## config.mk

```make
export PLATFORM = sky130hd
export DESIGN_NAME = ftl_remap_ctrl
export DESIGN_NICKNAME = d
export VERILOG_FILES = /design/src/rtl/ftl_pkg.sv /design/src/rtl/ftl_page_store.sv /design/src/rtl/ftl_wear_track.sv /design/src/rtl/ftl_blk_alloc.sv /design/src/rtl/ftl_remap_ctrl.sv
export SDC_FILE = /design/constraint.sdc
export NUM_CORES = 2
export LEC_CHECK = 0
export BUFFER_PORTS_ARGS = -buffer_cell sky130_fd_sc_hd__buf_2
export CORE_MARGIN = 3
export CORE_UTILIZATION = 55
export CTS_CLUSTER_DIAMETER = 40
export DETAILED_ROUTE_END_ITERATION = 10
export PLACE_DENSITY = 0.72
export SYNTH_ARGS = -nofsm -noshare
export SYNTH_HDL_FRONTEND = slang
export SYNTH_SLANG_ARGS = --single-unit
```

## constraint.sdc

```tcl
create_clock -name clk -period 39.8 [get_ports clk]
set_clock_uncertainty 0.05 [all_clocks]
set_input_delay 1.99 -clock clk [delete_from_list [all_inputs] [get_ports clk]]
set_output_delay 1.99 -clock clk [all_outputs]
set_load 0.01 [all_outputs]
```

## src/rtl/ftl_pkg.sv

```systemverilog
package ftl_pkg;

    typedef enum logic [3:0] {
        ST_IDLE,
        ST_READ,
        ST_PROG,
        ST_ERASE_NEW,
        ST_WRITE_NEW,
        ST_COPY,
        ST_REMAP,
        ST_ERASE_OLD,
        ST_FINISH
    } ftl_state_e;

endpackage

```

## src/rtl/ftl_page_store.sv

```systemverilog
module ftl_page_store #(
    parameter int PBLK  = 6,
    parameter int PAGES = 32,
    parameter int DW    = 16,
    localparam int BW   = $clog2(PBLK),
    localparam int PW   = $clog2(PAGES),
    localparam int AW   = $clog2(PBLK * PAGES)
) (
    input  logic          clk,
    input  logic          rst_n,
    input  logic          wr_en,
    input  logic [BW-1:0] wr_blk,
    input  logic [PW-1:0] wr_pg,
    input  logic [DW-1:0] wr_data,
    input  logic          ers_en,
    input  logic [BW-1:0] ers_blk,
    input  logic [BW-1:0] rd_blk,
    input  logic [PW-1:0] rd_pg,
    output logic [DW-1:0] rd_data,
    output logic          rd_valid
);

    logic [DW-1:0]    mem [PBLK*PAGES];
    logic [PAGES-1:0] vld [PBLK];

    function automatic logic [AW-1:0] flat(input logic [BW-1:0] b, input logic [PW-1:0] p);
        return AW'(int'(b) * PAGES + int'(p));
    endfunction

    always_ff @(posedge clk) begin
        if (wr_en) mem[flat(wr_blk, wr_pg)] <= wr_data;
    end

    always_ff @(posedge clk or negedge rst_n) begin
        if (!rst_n) begin
            for (int b = 0; b < PBLK; b++) vld[b] <= '0;
        end else begin
            for (int b = 0; b < PBLK; b++) begin
                if (ers_en && ers_blk == BW'(b))
                    vld[b] <= '0;
                else if (wr_en && wr_blk == BW'(b))
                    vld[b][wr_pg] <= 1'b1;
            end
        end
    end

    assign rd_valid = vld[rd_blk][rd_pg];
    assign rd_data  = rd_valid ? mem[flat(rd_blk, rd_pg)] : '1;


    prog_erased_chk: assert property (@(posedge clk) disable iff (!rst_n)
        wr_en |-> !vld[wr_blk][wr_pg]);


    no_prog_on_erase_chk: assert property (@(posedge clk) disable iff (!rst_n)
        (wr_en && ers_en) |-> (wr_blk != ers_blk));

endmodule

```

## src/rtl/ftl_wear_track.sv

```systemverilog
module ftl_wear_track #(
    parameter int PBLK       = 6,
    parameter int WEAR_LIMIT = 100000,
    localparam int BW        = $clog2(PBLK),
    localparam int CW        = $clog2(WEAR_LIMIT + 1)
) (
    input  logic            clk,
    input  logic            rst_n,
    input  logic            inc_en,
    input  logic [BW-1:0]   inc_blk,
    output logic [PBLK-1:0] worn
);

    for (genvar b = 0; b < PBLK; b++) begin : g_cnt
        logic [CW-1:0] cnt;

        always_ff @(posedge clk or negedge rst_n) begin
            if (!rst_n)
                cnt <= '0;
            else if (inc_en && inc_blk == BW'(b) && cnt != CW'(WEAR_LIMIT))
                cnt <= cnt + 1'b1;
        end

        assign worn[b] = (cnt == CW'(WEAR_LIMIT));


        worn_sticky_chk: assert property (@(posedge clk) disable iff (!rst_n)
            worn[b] |=> worn[b]);
    end

endmodule

```

## src/rtl/ftl_blk_alloc.sv

```systemverilog
module ftl_blk_alloc #(
    parameter int PBLK = 6,
    localparam int BW  = $clog2(PBLK)
) (
    input  logic [PBLK-1:0] free_vec,
    output logic [BW-1:0]   pick,
    output logic            found
);

    always_comb begin
        pick  = '0;
        found = 1'b0;
        for (int i = PBLK - 1; i >= 0; i--) begin
            if (free_vec[i]) begin
                pick  = BW'(i);
                found = 1'b1;
            end
        end
    end

endmodule

```

## src/rtl/ftl_remap_ctrl.sv

```systemverilog
module ftl_remap_ctrl
    import ftl_pkg::*;
#(
    parameter int LBLK       = 4,
    parameter int PBLK       = 6,
    parameter int PAGES      = 32,
    parameter int DW         = 16,
    parameter int ERASE_CYC  = 16,
    parameter int WEAR_LIMIT = 100000,
    localparam int LW        = $clog2(LBLK),
    localparam int PW        = $clog2(PAGES),
    localparam int BW        = $clog2(PBLK),
    localparam int AW        = LW + PW,
    localparam int EW        = $clog2(ERASE_CYC + 1)
) (
    input  logic            clk,
    input  logic            rst_n,
    input  logic            req_valid,
    input  logic            req_write,
    input  logic [AW-1:0]   req_addr,
    input  logic [DW-1:0]   req_wdata,
    output logic            busy,
    output logic            done,
    output logic [DW-1:0]   rd_data,
    output logic [PBLK-1:0] worn
);

    ftl_state_e state, state_nx;

    logic          op_wr;
    logic [LW-1:0] lblk_q;
    logic [PW-1:0] pg_q;
    logic [DW-1:0] wdat_q;
    logic [BW-1:0] old_q, new_q;
    logic [PW-1:0] idx;
    logic [EW-1:0] ecnt;
    logic [BW-1:0] l2p [LBLK];
    logic [PBLK-1:0] free_r;
    logic [DW-1:0] rd_q;

    logic          accept;
    logic [LW-1:0] req_lblk;
    logic [PW-1:0] req_pg;
    logic          erase_last;

    logic          st_wr_en, st_ers_en, st_rd_valid;
    logic [BW-1:0] st_wr_blk, st_ers_blk, st_rd_blk;
    logic [PW-1:0] st_wr_pg, st_rd_pg;
    logic [DW-1:0] st_wr_data, st_rd_data;
    logic [BW-1:0] alloc_pick;
    logic          alloc_found;

    assign req_lblk   = req_addr[AW-1:PW];
    assign req_pg     = req_addr[PW-1:0];
    assign accept     = req_valid && (state == ST_IDLE);
    assign erase_last = (ecnt == EW'(ERASE_CYC - 1));

    // state register
    always_ff @(posedge clk or negedge rst_n) begin
        if (!rst_n) state <= ST_IDLE;
        else        state <= state_nx;
    end

    // next state
    always_comb begin
        state_nx = state;
        unique case (state)
            ST_IDLE: if (accept) begin
                if (!req_write)       state_nx = ST_READ;
                else if (st_rd_valid) state_nx = ST_ERASE_NEW;
                else                  state_nx = ST_PROG;
            end
            ST_READ:      state_nx = ST_FINISH;
            ST_PROG:      state_nx = ST_FINISH;
            ST_ERASE_NEW: if (erase_last) state_nx = ST_WRITE_NEW;
            ST_WRITE_NEW: state_nx = ST_COPY;
            ST_COPY:      if (idx == PW'(PAGES - 1)) state_nx = ST_REMAP;
            ST_REMAP:     state_nx = ST_ERASE_OLD;
            ST_ERASE_OLD: if (erase_last) state_nx = ST_FINISH;
            ST_FINISH:    state_nx = ST_IDLE;
            default:      state_nx = ST_IDLE;
        endcase
    end

    // outputs and store controls
    always_comb begin
        busy       = (state != ST_IDLE);
        done       = (state == ST_FINISH);
        st_wr_en   = 1'b0;
        st_wr_blk  = old_q;
        st_wr_pg   = pg_q;
        st_wr_data = wdat_q;
        st_ers_en  = 1'b0;
        st_ers_blk = new_q;
        st_rd_blk  = old_q;
        st_rd_pg   = pg_q;
        unique case (state)
            ST_IDLE: begin
                st_rd_blk = l2p[req_lblk];
                st_rd_pg  = req_pg;
            end
            ST_PROG: st_wr_en = 1'b1;
            ST_ERASE_NEW: st_ers_en = erase_last;
            ST_WRITE_NEW: begin
                st_wr_en  = 1'b1;
                st_wr_blk = new_q;
            end
            ST_COPY: begin
                st_rd_pg   = idx;
                st_wr_en   = (idx != pg_q) && st_rd_valid;
                st_wr_blk  = new_q;
                st_wr_pg   = idx;
                st_wr_data = st_rd_data;
            end
            ST_ERASE_OLD: begin
                st_ers_en  = erase_last;
                st_ers_blk = old_q;
            end
            default: ;
        endcase
    end

    // datapath registers
    always_ff @(posedge clk or negedge rst_n) begin
        if (!rst_n) begin
            op_wr  <= 1'b0;
            lblk_q <= '0;
            pg_q   <= '0;
            wdat_q <= '0;
            old_q  <= '0;
            new_q  <= '0;
            idx    <= '0;
            ecnt   <= '0;
            rd_q   <= '1;
            for (int i = 0; i < LBLK; i++) l2p[i] <= BW'(i);
            for (int i = 0; i < PBLK; i++) free_r[i] <= (i >= LBLK);
        end else begin
            if (accept) begin
                op_wr  <= req_write;
                lblk_q <= req_lblk;
                pg_q   <= req_pg;
                wdat_q <= req_wdata;
                old_q  <= l2p[req_lblk];
                new_q  <= alloc_pick;
            end
            if ((state == ST_ERASE_NEW || state == ST_ERASE_OLD) && !erase_last)
                ecnt <= ecnt + 1'b1;
            else
                ecnt <= '0;
            idx <= (state == ST_COPY) ? idx + 1'b1 : '0;
            if (state == ST_READ) rd_q <= st_rd_data;
            if (state == ST_REMAP) begin
                l2p[lblk_q]   <= new_q;
                free_r[new_q] <= 1'b0;
                free_r[old_q] <= 1'b1;
            end
        end
    end

    assign rd_data = rd_q;

    ftl_page_store #(.PBLK(PBLK), .PAGES(PAGES), .DW(DW)) u_store (
        .clk      (clk),
        .rst_n    (rst_n),
        .wr_en    (st_wr_en),
        .wr_blk   (st_wr_blk),
        .wr_pg    (st_wr_pg),
        .wr_data  (st_wr_data),
        .ers_en   (st_ers_en),
        .ers_blk  (st_ers_blk),
        .rd_blk   (st_rd_blk),
        .rd_pg    (st_rd_pg),
        .rd_data  (st_rd_data),
        .rd_valid (st_rd_valid)
    );

    ftl_wear_track #(.PBLK(PBLK), .WEAR_LIMIT(WEAR_LIMIT)) u_wear (
        .clk     (clk),
        .rst_n   (rst_n),
        .inc_en  (st_ers_en),
        .inc_blk (st_ers_blk),
        .worn    (worn)
    );

    ftl_blk_alloc #(.PBLK(PBLK)) u_alloc (
        .free_vec (free_r),
        .pick     (alloc_pick),
        .found    (alloc_found)
    );


    done_pulse_chk: assert property (@(posedge clk) disable iff (!rst_n)
        done |=> !done);


    busy_release_chk: assert property (@(posedge clk) disable iff (!rst_n)
        $fell(busy) |-> $past(done));


    busy_hold_chk: assert property (@(posedge clk) disable iff (!rst_n)
        (busy && !done) |=> busy);


    fresh_blk_chk: assert property (@(posedge clk) disable iff (!rst_n)
        (state == ST_ERASE_NEW) |-> (new_q != old_q && free_r[new_q] && alloc_found));


    write_only_op_chk: assert property (@(posedge clk) disable iff (!rst_n)
        (state == ST_PROG || state == ST_ERASE_NEW) |-> op_wr);

endmodule

```

==> out/metrics.sh <==
STATUS='finished with violations'
FAILED_CHECKS='capacitance limit'
LAYOUT_WORST_PATH_CYCLE_SHARE_PCT=24.4
GRT_ANTENNA_BEFORE_REPAIR=43
WORST_PATH_MOST_REPEATED_CELL='sky130_fd_sc_hd__buf_4'
TIMING.FMAX_MHz=103
CRIT_CHAIN='nand2b_1, a21o_2, nand3_4, buf_4, buf_12, buf_4, buf_4, mux2i_1, o221ai_1, a21oi_1, or4_1, nor2_1, a2111oi_0, nand4b_1, mux2_8, buf_4'
CTS_BUFFERS=426
ROUTED_WIRE_LENGTH_PER_INSTANCE_MICRONS=33.5
FINAL_CORE_UTIL_PCT=63.4
REMAINING_DRC_ERRORS=0
YOSYS-TOP-CELLS-AREA='sky130_fd_sc_hd__edfxtp_1 66%, sky130_fd_sc_hd__dfrtp_1 6.3%, sky130_fd_sc_hd__nand2_1 5.5%, sky130_fd_sc_hd__mux2i_1 3.3%, sky130_fd_sc_hd__nand3_1 2.9%'
OVERFLOW=0
FIN_CELLS=13800
RR_WORST_DEPTH=16
DRTPASS1ITERATIONS=9
NUMBER_OF_GLOBAL_ROUTE_VIAS_BEFORE_REPAIR=89400
PWR_DENSITY_CELL_nW_PER_UM2=49.1
CTSLONGESTPATHBUFFERS=4
R2R-START='state[2]'
WORST_SETUP_PATH_END_KIND='flip-flop'
FIN_TNS_SETUP_NS=0
DRT-INITIAL-DRC-COUNT=16500
LARGEST_FANOUT_OF_ANY_NET_ON_THE_CRITICAL_PATH=149
TIMING.HOLD.WORST_PATH_DEPTH=1
CP-START-KIND='flip-flop'
FRACTION_OF_SYNTHESIS_FLOPS_USING_AN_ASYNCHRONOUS_SET_OR_RESET_PIN_PCT=10.8
TIMING.MAX_CAP.VIOLATIONS=1
HOLD_PATH.STARTPOINT='ecnt[0]'
SYNTH_EDF_COUNT=3072
CTS_TREE='done'
GRT_MAX_DEGREE=193
ANTENNA_VIOLATING_NETS_POST_ROUTE=0
WORST_SLEW_MARGIN_REL_PCT=0.777
POSTCTSRESIZEDCELLS=0
POST-SYNTH-TOP-COUNT-CELL='sky130_fd_sc_hd__edfxtp_1'
TOTAL_POWER_mW=7.78
YS_TOP_CELLS_BY_COUNT='3,072 x sky130_fd_sc_hd__edfxtp_1, 2,026 x sky130_fd_sc_hd__nand2_1, 799 x sky130_fd_sc_hd__nand3_1'
PLACE_WORST_SETUP_SLACK_NS=29.71
NETLIST_INSTANCES=9922
CLOCK-ROOT-BUFFER='sky130_fd_sc_hd__clkbuf_16'
WORSTHOLDENDPOINT='ecnt[0]'
SYNTH_WARNINGS=0
NUMCLOCKSINKS=3443
DELAY_OF_THE_SLOWEST_CELL_ON_THE_WORST_PATH_NS=1.00
POST-SYNTH-TOP-AREA-FRACTION_PCT=66.3
DPL_WIRE_LENGTH_MICRONS=260000
TOTAL_STANDARD_CELL_AREA_AFTER_SYNTHESIS_SQ_UM=139000
TOTAL_LEAKAGE_POWER_nW=53.7
GRT_UTIL_ALL_LAYERS_PCT=35.0
POSTLAYOUTSETUPSLACKWORST_NS=30.10
CRITPATHARRIVALTIME_NS=10.24
CRIT_REQUIRED_NS=40.34
FINISH.INSTANCE_AREA_SQ_UM=159000
YOSYS_REGISTER_BITS=3443
SYNTH-MAIN-FF-CELL='sky130_fd_sc_hd__edfxtp_1'
TIMING.FINAL.HOLD_VIOLATIONS=0
CORE_AREA_SQ_UM=250000
TIMING_WORST_SETUP_PATH_TYPE='reg2reg'
DIE_W_MICRONS=509
MIN-DELAY-PATH-CLASS='reg2reg'
SYN_AVG_CELL_AREA_SQ_UM=14.0
START_UTIL_PCT=55.6
FIN_CRIT_NS=9.70
POST_DP_CELL_AREA_SQ_UM=144000
FINAL_NET_COUNT=10100
PLACEMENT_ROWS=183
SYNTH_FP_NETS=9965
TIMING.RR.END='u_store.mem[56][10]'
PLACE_INST=12900
POST_CTS_HOLD_BUFFER_COUNT=0
DIE_BOUNDARY_HEIGHT_MICRONS=509
NETLIST-CELL-TYPE-COUNT=87
VIAS_PER_CELL=6.80
SYNTH_SEQ_AREA_SHARE_PCT=73.0
IO_COUNT=51
SETUP_REPAIR_AFTER_GLOBAL_ROUTING_MISSED_ITS_MARGIN='false'
FINALHOLDWORSTSLACK_NS=0.423
AREA_GROWTH_PCT=14.1
TIMING.REG2REG.SETUP_SLACK_NS=30.10
CLKTRANSATPATHREGS_NS=0.06
DRT_WL_TOTAL_MICRONS=460000
WORST_PIN_SLEW_NS=1.48
NUMBER_OF_FILL_CELLS=17600
CTSHTREEMAXLEVEL=5
SETUP_FIX_BUFS_POST_CTS=0
SETUP_VIOL=0
POST-SYNTH-TOP-AREA-CELL='sky130_fd_sc_hd__edfxtp_1'
SLOWEST_STAGE='sky130_fd_sc_hd__dfrtp_1'
VDD_DROP_MAX_V=0.0000427
REPORT.FINAL.SLEW_VIOL_COUNT=0
FINAL_LAYOUT_SIZE_SUFFIX_GT1_SHARE_PCT=14.4
VIAS=93500
NUMPORTBUFFERS=50
INSERTION_DELAY_TO_THE_LATER_SINK_OF_THE_WORST_SKEW_PAIR_NS=0.96
GPL.FINAL_WEIGHTED_CONGESTION=1.00
GRT_FIRST_PASS_WIRELENGTH_MICRONS=647000
DIE_AREA_SQ_UM=259000
[power by group]
part	total [mW]	leakage, nW	internal, mW	switching [mW]
combinational	0.0108	20.6	0.00149	0.00931
sequential	3.88	26.2	3.88	0
clock	3.89	6.92	2.30	1.59
[area by class of cell]
type                    count  area, sq um  share of cell area [%]
flip-flops and latches   3443       102000                    64.0
inverters                  31          119                  0.0749
multi-input cells        5806        35700                    22.5
diodes                     19         47.5                  0.0300
clock inverters           312         3310                    2.09
clock buffers             482        11100                    7.00
repair buffers            338         2580                    1.63
well taps                3330         4170                    2.63
[layout by cell type (no fill, tap or decap), types with 93 or more instances in the layout]
cell type and count:
sky130_fd_sc_hd__o22ai_1 123, sky130_fd_sc_hd__clkbuf_16 435, sky130_fd_sc_hd__a311oi_1 123, sky130_fd_sc_hd__nor2_1 206, sky130_fd_sc_hd__a31oi_1 101, sky130_fd_sc_hd__a211oi_1 120
sky130_fd_sc_hd__o21ai_0 128, sky130_fd_sc_hd__edfxtp_1 3072, sky130_fd_sc_hd__and3_1 93, sky130_fd_sc_hd__a21oi_1 235, sky130_fd_sc_hd__mux2_2 94, sky130_fd_sc_hd__nor2_2 119
sky130_fd_sc_hd__buf_4 275, sky130_fd_sc_hd__nand3_1 799, sky130_fd_sc_hd__a21o_1 101, sky130_fd_sc_hd__nand2_1 2019, sky130_fd_sc_hd__o21a_1 101, sky130_fd_sc_hd__mux2i_1 457
sky130_fd_sc_hd__dfrtp_1 349
[metal layers]
metal / up-vias / track usage [%] / share of wire (%)
met3: 1670 / 11.0 / 14
met2: 7439 / 51.2 / 44
met4: 28 / 22.0 / 7.6
met5: - / 0 / 0.036
met1: 46600 / 45.7 / 35
li1: 37800 / - / -
[state kept, by name, summed over array words and instances (netlist names), 3 cells and up]
name,flops
rd_data,16
new_q,3
idx,5
l2p,12
u_wear.g_cnt.cnt,102
wdat_q,16
pg_q,5
free_r,6
ecnt,5
u_store.mem,3072
old_q,3
u_store.vld,192
state,4
[worst max-delay path: cells and delay by family, from the launching register on]
kind / cells / cell delay (ns)
compound gates: 4 / 0.99
flops: 1 / 1.00
mux: 2 / 0.73
buf+inv: 5 / 3.47
simple gates: 5 / 2.25
[how the worst max path moves through the flow]
stage	from	endpoint	slack [ns]
floorplan	req_addr[5]	u_store.mem[0][9]	26.01
global route	state[2]	u_store.mem[183][10]	29.91
finish	state[2]	u_store.mem[56][10]	30.10
global placement	req_addr[1]	u_store.mem[14][3]	29.86
CTS	state[2]	u_store.mem[49][10]	30.47
detailed placement	req_addr[1]	u_store.mem[171][3]	29.71
[kinds of logic (layout without fill, tap and decap cells)]
family	count (synthesis)	count (layout)	share of synthesized area, %
other cells	0	19	0
flops	3443	3443	73.0
simple gates	3673	3673	11.6
fa+ha+maj	16	16	0.144
buf+inv	673	1163	2.21
compound gates	1362	1362	6.82
mux	647	647	5.52
xor+xnor	108	108	0.680
Note: power is estimated with default switching activity, not from simulation.
